File: config.mk
export PLATFORM = sky130hd
export DESIGN_NAME = ifu_fetch_unit
export DESIGN_NICKNAME = d
export VERILOG_FILES = /design/src/rtl/ifu_pkg.sv /design/src/rtl/ifu_shape_decode.sv /design/src/rtl/ifu_field_extract.sv /design/src/rtl/ifu_target_calc.sv /design/src/rtl/ifu_pc_ctrl.sv /design/src/rtl/ifu_fetch_unit.sv
export SDC_FILE = /design/constraint.sdc
export NUM_CORES = 1
export LEC_CHECK = 0
export ABC_AREA = 1
export BUFFER_PORTS_ARGS = -buffer_cell sky130_fd_sc_hd__buf_2
export CAP_MARGIN = 15
export CORE_UTILIZATION = 30
export CTS_CLUSTER_SIZE = 24
export DETAILED_ROUTE_END_ITERATION = 10
export GPL_TIMING_DRIVEN = 1
export SLEW_MARGIN = 20
export SYNTH_ARGS = -nofsm -noshare
export SYNTH_HDL_FRONTEND = slang
export SYNTH_SLANG_ARGS = --single-unit
File: constraint.sdc
create_clock -name clk -period 10.9 [get_ports clk]
set_input_delay 2.18 -clock clk [delete_from_list [all_inputs] [get_ports clk]]
set_output_delay 2.18 -clock clk [all_outputs]
set_load 0.02 [all_outputs]
File: src/rtl/ifu_pkg.sv
// Package: shared constants and the per-opcode shape record for the
// instruction fetch unit. Assumes the 16-value operation code space with
// codes 0x0..0xB defined.
package ifu_pkg;

    localparam int BYTE_W     = 8;
    localparam int NIB_W      = 4;
    localparam int IMM_BYTES  = 8;
    localparam int IMM_W      = IMM_BYTES * BYTE_W;
    localparam int MAX_LEN    = 10;
    localparam int LEN_W      = 4;

    localparam logic [NIB_W-1:0] REG_NONE = 4'hF;

    typedef enum logic [NIB_W-1:0] {
        OP_HALT  = 4'h0,
        OP_NOP   = 4'h1,
        OP_CMOV  = 4'h2,
        OP_IRMOV = 4'h3,
        OP_RMMOV = 4'h4,
        OP_MRMOV = 4'h5,
        OP_ALU   = 4'h6,
        OP_JUMP  = 4'h7,
        OP_CALL  = 4'h8,
        OP_RET   = 4'h9,
        OP_PUSH  = 4'hA,
        OP_POP   = 4'hB
    } op_e;

    // Shape of one instruction form, derived from its operation code.
    typedef struct packed {
        logic             legal;      // code is defined
        logic             has_regs;   // register byte at offset 1
        logic             imm_at1;    // constant starts at offset 1
        logic             imm_at2;    // constant starts at offset 2
        logic             is_branch;  // jump or call
        logic             is_stop;    // halt
        logic [LEN_W-1:0] len;        // bytes occupied
    } shape_t;

endpackage

File: src/rtl/ifu_shape_decode.sv
// Module: ifu_shape_decode
// Maps an operation code to the shape of its instruction form (length,
// presence of register byte and constant, branch and halt flags).
// Assumes: purely combinational, undefined codes yield legal = 0, len = 0.
module ifu_shape_decode
    import ifu_pkg::*;
(
    input  logic [NIB_W-1:0] op_code,
    output shape_t           shape
);

    // Decode the form table for the incoming code.
    always_comb begin
        shape = '0;
        case (op_code)
            OP_HALT: begin
                shape.legal   = 1'b1;
                shape.is_stop = 1'b1;
                shape.len     = 4'd1;
            end
            OP_NOP, OP_RET: begin
                shape.legal = 1'b1;
                shape.len   = 4'd1;
            end
            OP_CMOV, OP_ALU, OP_PUSH, OP_POP: begin
                shape.legal    = 1'b1;
                shape.has_regs = 1'b1;
                shape.len      = 4'd2;
            end
            OP_IRMOV, OP_RMMOV, OP_MRMOV: begin
                shape.legal    = 1'b1;
                shape.has_regs = 1'b1;
                shape.imm_at2  = 1'b1;
                shape.len      = 4'd10;
            end
            OP_JUMP, OP_CALL: begin
                shape.legal     = 1'b1;
                shape.imm_at1   = 1'b1;
                shape.is_branch = 1'b1;
                shape.len       = 4'd9;
            end
            default: shape = '0;
        endcase
    end

endmodule

File: src/rtl/ifu_field_extract.sv
// Module: ifu_field_extract
// Pulls register specifiers and the little-endian 8-byte constant out of
// the fetched byte window according to the instruction shape.
// Assumes: FETCH_BYTES >= 10, byte 0 of the window in bits 7:0.
module ifu_field_extract
    import ifu_pkg::*;
#(
    parameter int FETCH_BYTES = MAX_LEN
) (
    input  logic [FETCH_BYTES*BYTE_W-1:0] window,
    input  shape_t                        shape,
    output logic [NIB_W-1:0]              reg_a,
    output logic [NIB_W-1:0]              reg_b,
    output logic [IMM_W-1:0]              imm_val
);

    localparam int WIN_W = FETCH_BYTES * BYTE_W;

    logic [BYTE_W-1:0] reg_byte;
    logic [IMM_W-1:0]  word_off1;
    logic [IMM_W-1:0]  word_off2;

    assign reg_byte = window[BYTE_W +: BYTE_W];

    // Gather the two candidate constant words, byte by byte.
    for (genvar k = 0; k < IMM_BYTES; k++) begin : g_imm_bytes
        assign word_off1[k*BYTE_W +: BYTE_W] = window[(k+1)*BYTE_W +: BYTE_W];
        assign word_off2[k*BYTE_W +: BYTE_W] = window[(k+2)*BYTE_W +: BYTE_W];
    end

    // Choose register fields, falling back to the no-register code.
    always_comb begin
        if (shape.has_regs) begin
            reg_a = reg_byte[BYTE_W-1 -: NIB_W];
            reg_b = reg_byte[NIB_W-1:0];
        end else begin
            reg_a = REG_NONE;
            reg_b = REG_NONE;
        end
    end

    // Select the constant by its position in the instruction.
    always_comb begin
        if (shape.imm_at2)      imm_val = word_off2;
        else if (shape.imm_at1) imm_val = word_off1;
        else                    imm_val = '0;
    end

    logic unused_tail;
    assign unused_tail = ^window[WIN_W-1 -: BYTE_W];

endmodule

File: src/rtl/ifu_target_calc.sv
// Module: ifu_target_calc
// Computes the sequential successor address and the branch destination,
// either absolute or relative to the successor address.
// Assumes: ADDR_W <= 64; arithmetic wraps modulo 2^ADDR_W.
module ifu_target_calc
    import ifu_pkg::*;
#(
    parameter int ADDR_W = 64
) (
    input  logic [ADDR_W-1:0] pc,
    input  shape_t            shape,
    input  logic [IMM_W-1:0]  imm_val,
    input  logic              rel_mode,
    output logic [ADDR_W-1:0] seq_pc,
    output logic [ADDR_W-1:0] br_dest
);

    logic [ADDR_W-1:0] imm_addr;

    assign imm_addr = imm_val[ADDR_W-1:0];

    // Successor address from the form length.
    always_comb begin
        seq_pc = pc + ADDR_W'(shape.len);
    end

    // Branch destination in the selected addressing mode.
    always_comb begin
        if (!shape.is_branch) br_dest = seq_pc;
        else if (rel_mode)    br_dest = seq_pc + imm_addr;
        else                  br_dest = imm_addr;
    end

endmodule

File: src/rtl/ifu_pc_ctrl.sv
// Module: ifu_pc_ctrl
// Holds the program counter and the halted state. Advances on a step
// over a legal, non-halt instruction; a step on halt latches halted.
// Assumes: synchronous active-low reset.
module ifu_pc_ctrl
    import ifu_pkg::*;
#(
    parameter int                ADDR_W     = 64,
    parameter logic [ADDR_W-1:0] START_ADDR = '0
) (
    input  logic              clk,
    input  logic              rst_n,
    input  logic              step,
    input  shape_t            shape,
    input  logic [ADDR_W-1:0] seq_pc,
    output logic [ADDR_W-1:0] pc,
    output logic              halted
);

    logic may_move;

    assign may_move = step && !halted && shape.legal;

    // Program counter register.
    always_ff @(posedge clk) begin
        if (!rst_n)                         pc <= START_ADDR;
        else if (may_move && !shape.is_stop) pc <= seq_pc;
    end

    // Halted flag, sticky until reset.
    always_ff @(posedge clk) begin
        if (!rst_n)                        halted <= 1'b0;
        else if (may_move && shape.is_stop) halted <= 1'b1;
    end

endmodule

File: src/rtl/ifu_fetch_unit.sv
// Module: ifu_fetch_unit
// Top of the variable-length instruction fetch unit: presents the PC as
// the fetch address, decodes the returned byte window and steps the PC.
// Assumes: the instruction store returns FETCH_BYTES bytes combinationally.
module ifu_fetch_unit
    import ifu_pkg::*;
#(
    parameter int                ADDR_W      = 64,
    parameter logic [ADDR_W-1:0] START_ADDR  = 64'h100,
    parameter int                FETCH_BYTES = MAX_LEN
) (
    input  logic                          clk,
    input  logic                          rst_n,
    input  logic                          step,
    input  logic                          rel_mode,
    output logic [ADDR_W-1:0]             fetch_addr,
    input  logic [FETCH_BYTES*BYTE_W-1:0] fetch_bytes,
    output logic [NIB_W-1:0]              op_code,
    output logic [NIB_W-1:0]              op_func,
    output logic [NIB_W-1:0]              reg_a,
    output logic [NIB_W-1:0]              reg_b,
    output logic [IMM_W-1:0]              imm_val,
    output logic [LEN_W-1:0]              ins_len,
    output logic [ADDR_W-1:0]             seq_pc,
    output logic [ADDR_W-1:0]             br_dest,
    output logic                          halted,
    output logic                          bad_op
);

    shape_t            shape;
    logic [ADDR_W-1:0] pc;

    assign op_code    = fetch_bytes[BYTE_W-1 -: NIB_W];
    assign op_func    = fetch_bytes[NIB_W-1:0];
    assign fetch_addr = pc;
    assign ins_len    = shape.len;
    assign bad_op     = !shape.legal;

    ifu_shape_decode u_shape (
        .op_code (op_code),
        .shape   (shape)
    );

    ifu_field_extract #(.FETCH_BYTES(FETCH_BYTES)) u_fields (
        .window  (fetch_bytes),
        .shape   (shape),
        .reg_a   (reg_a),
        .reg_b   (reg_b),
        .imm_val (imm_val)
    );

    ifu_target_calc #(.ADDR_W(ADDR_W)) u_target (
        .pc       (pc),
        .shape    (shape),
        .imm_val  (imm_val),
        .rel_mode (rel_mode),
        .seq_pc   (seq_pc),
        .br_dest  (br_dest)
    );

    ifu_pc_ctrl #(.ADDR_W(ADDR_W), .START_ADDR(START_ADDR)) u_pc (
        .clk    (clk),
        .rst_n  (rst_n),
        .step   (step),
        .shape  (shape),
        .seq_pc (seq_pc),
        .pc     (pc),
        .halted (halted)
    );

endmodule

==> metrics.txt <==
via count 15,522; Hold Crit Class flop to flop; global-route wire length before repair 90.6 mm; initial antenna violation count 1; synthesized area 11,800 µm²; EDFF count, synth 0; CTS H-tree lvls 3; initial drt markers 1,154; top-area cell type share of the netlist area 22.3%; worst-path maximum fanout 10; placed cell area 14,100 µm²; Nets 2,729; FP Rows 72; synth-to-layout area growth 21.9%; period utilization 87.2%; Post-CTS Hold Fix Bufs 0; Post-Synthesis Net Count 2,406; outcome completed; TritonCTS Buffers 9; leading cell types by count after synthesis nand2_1 (702), inv_1 (454), nor2_1 (191), nand3_1 (141), a21oi_1 (125); CP endpoint kind output pin; die area 40,200 µm²; Syn Area/Cell 5.25 µm²; die width 201 µm; Fin. Hold Viols 0; grt ovf 0; dpl ws 1.44 ns; DR WL/cell 20.0 µm; fin area 14,400 µm²; crit start category input pin; slowest CP cell xor2_1; chip height 201 µm; largest net degree at the start of global routing 80; post-layout util 37.2%; cell accounting for the most synthesized area nand2_1; Setup CP Type input pin to output pin; vias per cell 5.01; Synth cell types 47; DRC 0; register area share after synthesis 11.0%; TNS Setup 0 ns; IO buf count 352; final WL 62.1 mm; Resize count post-CTS 0; Clock Pin Slew Worst Setup and Hold Paths 0.05 ns; HPWL after detailed placement 52.6 mm; asr flop ratio synth 0%; clock skew 0.0103 ns; Final setup viols 0; fin crit period 9.51 ns; drt first pass iters 5; FF+latch count, synth 65; Final Total Pwr 1.24 mW; arrival time worst endpoint 7.33 ns; Core Box Area 38,700 µm²; Synth warnings 0; R2R depth 14; Leakage 8.73 nW; number of max-cap violations 0; vias in the first global route 14,298; Post-Syn Instances 2,253; I/O pin cnt 362; final slew viol count 0; PD cells 86.2 nW/µm²; Max IR drop VDD 0.0639 mV; Fillers 4,481; Hold Path Cell Cnt 2; clk sinks 65; RSZ-0062 raised after global routing no; initial core utilization 30.5%; top post-synthesis cells by area nand2_1 (22%), inv_1 (14%), dfxtp_1 (11%); Slew @ Worst Pin 0.871 ns; Fmax 105 MHz; ANT cells 0; root buffer cell clkbuf_16; Skew-Pair Late Insertion Delay 0.35 ns; CTS tree yes; Setup Buffers After CTS 0; ratio of cells with drive above 1 in the final layout 18.5%; Clock Path Buffers 2; total track usage 30.0%; prevailing post-synth register cell dfxtp_1; most common cell in the netlist nand2_1; slew margin rel. 41.8%; required time worst endpoint 8.72 ns; GPL Wtd Cong 1.01; DRT antenna net count 0; setup ws final 1.39 ns; Slowest Stage Delay on Critical Path 0.57 ns
-- cell families after synthesis --
group,synth area share (%)
xor gates and xnor gates,6.09
DFF,11.0
buffers and inverters,17.3
other,0.0317
and+or+nand+nor,42.1
adders and majority gates,7.42
AOI/OAI and AO/OA,16.1
-- cells in the final DEF (no fill, tap or decap), types with 5 or more instances in the layout --
master	instances
xor2_2	5
o21bai_1	10
xnor2_1	13
a21oi_1	125
buf_2	351
nand4_1	29
inv_2	5
ha_1	67
nand3_1	141
o211ai_1	9
o21ai_1	11
clkbuf_16	9
dfxtp_1	65
buf_4	29
a31oi_1	17
inv_1	452
xor2_1	60
nand2_2	13
nor2_1	189
nand2_1	702
o22ai_1	58
nand2_4	5
nor2_4	14
nor3_1	25
or2_2	29
o21ai_0	112
-- report_power, final --
part	internal [mW]	switching [mW]	total (mW)
clock	0.165	0.114	0.280
sequential	0.258	0.0331	0.291
combinational	0.200	0.473	0.673
total	0.623	0.621	1.24
-- path summary, 6_finish.rpt --
| kind | slack (ns) | startpoint | to |
|---|---|---|---|
| hold reg to reg | 0.48 | u_pc.halted | u_pc.halted |
| setup reg to reg | 7.93 | u_pc.pc[0] | u_pc.pc[54] |
| hold / removal | 0.48 | u_pc.halted | u_pc.halted |
| setup / recovery | 1.39 | fetch_bytes[7] | br_dest[47] |
-- per-stage QoR --
stage          cells  hold slack [ns]
2_1_floorplan   2253            0.549
3_3_place_gp    3083            0.461
3_5_place_dp    3083            0.476
4_1_cts         3099            0.483
5_1_grt         3099            0.531
6_report        3099            0.481
-- worst max-delay path, delay by kind of cell --
family,cells,cell delay [ns]
adders and majority gates,2,0.81
buffers and inverters,8,1.15
AOI/OAI and AO/OA,5,0.84
and+or+nand+nor,14,1.77
xor gates and xnor gates,1,0.57
-- cell type report --
class                   instances  area [µm²]  area share [%]
flip-flops and latches         65        1300            9.02
clock inverters                 3        15.0           0.104
multi-input cells            1660        8500            58.9
well taps                     518         648            4.49
clock buffers                  13         260            1.80
repair buffers                380        1970            13.7
inverters                     460        1730            12.0
-- flip-flops by register name, summed over array words and instances (netlist names) --
register / cells
u_pc.halted: 1
u_pc.pc: 64
-- metal layers --
metal	GRT usage [%]	routed length, µm
met5	0	13
met3	4.77	3790
met2	51.1	28700
met1	36.5	26300
met4	14.6	3350
Note: power is estimated with default switching activity, not from simulation.
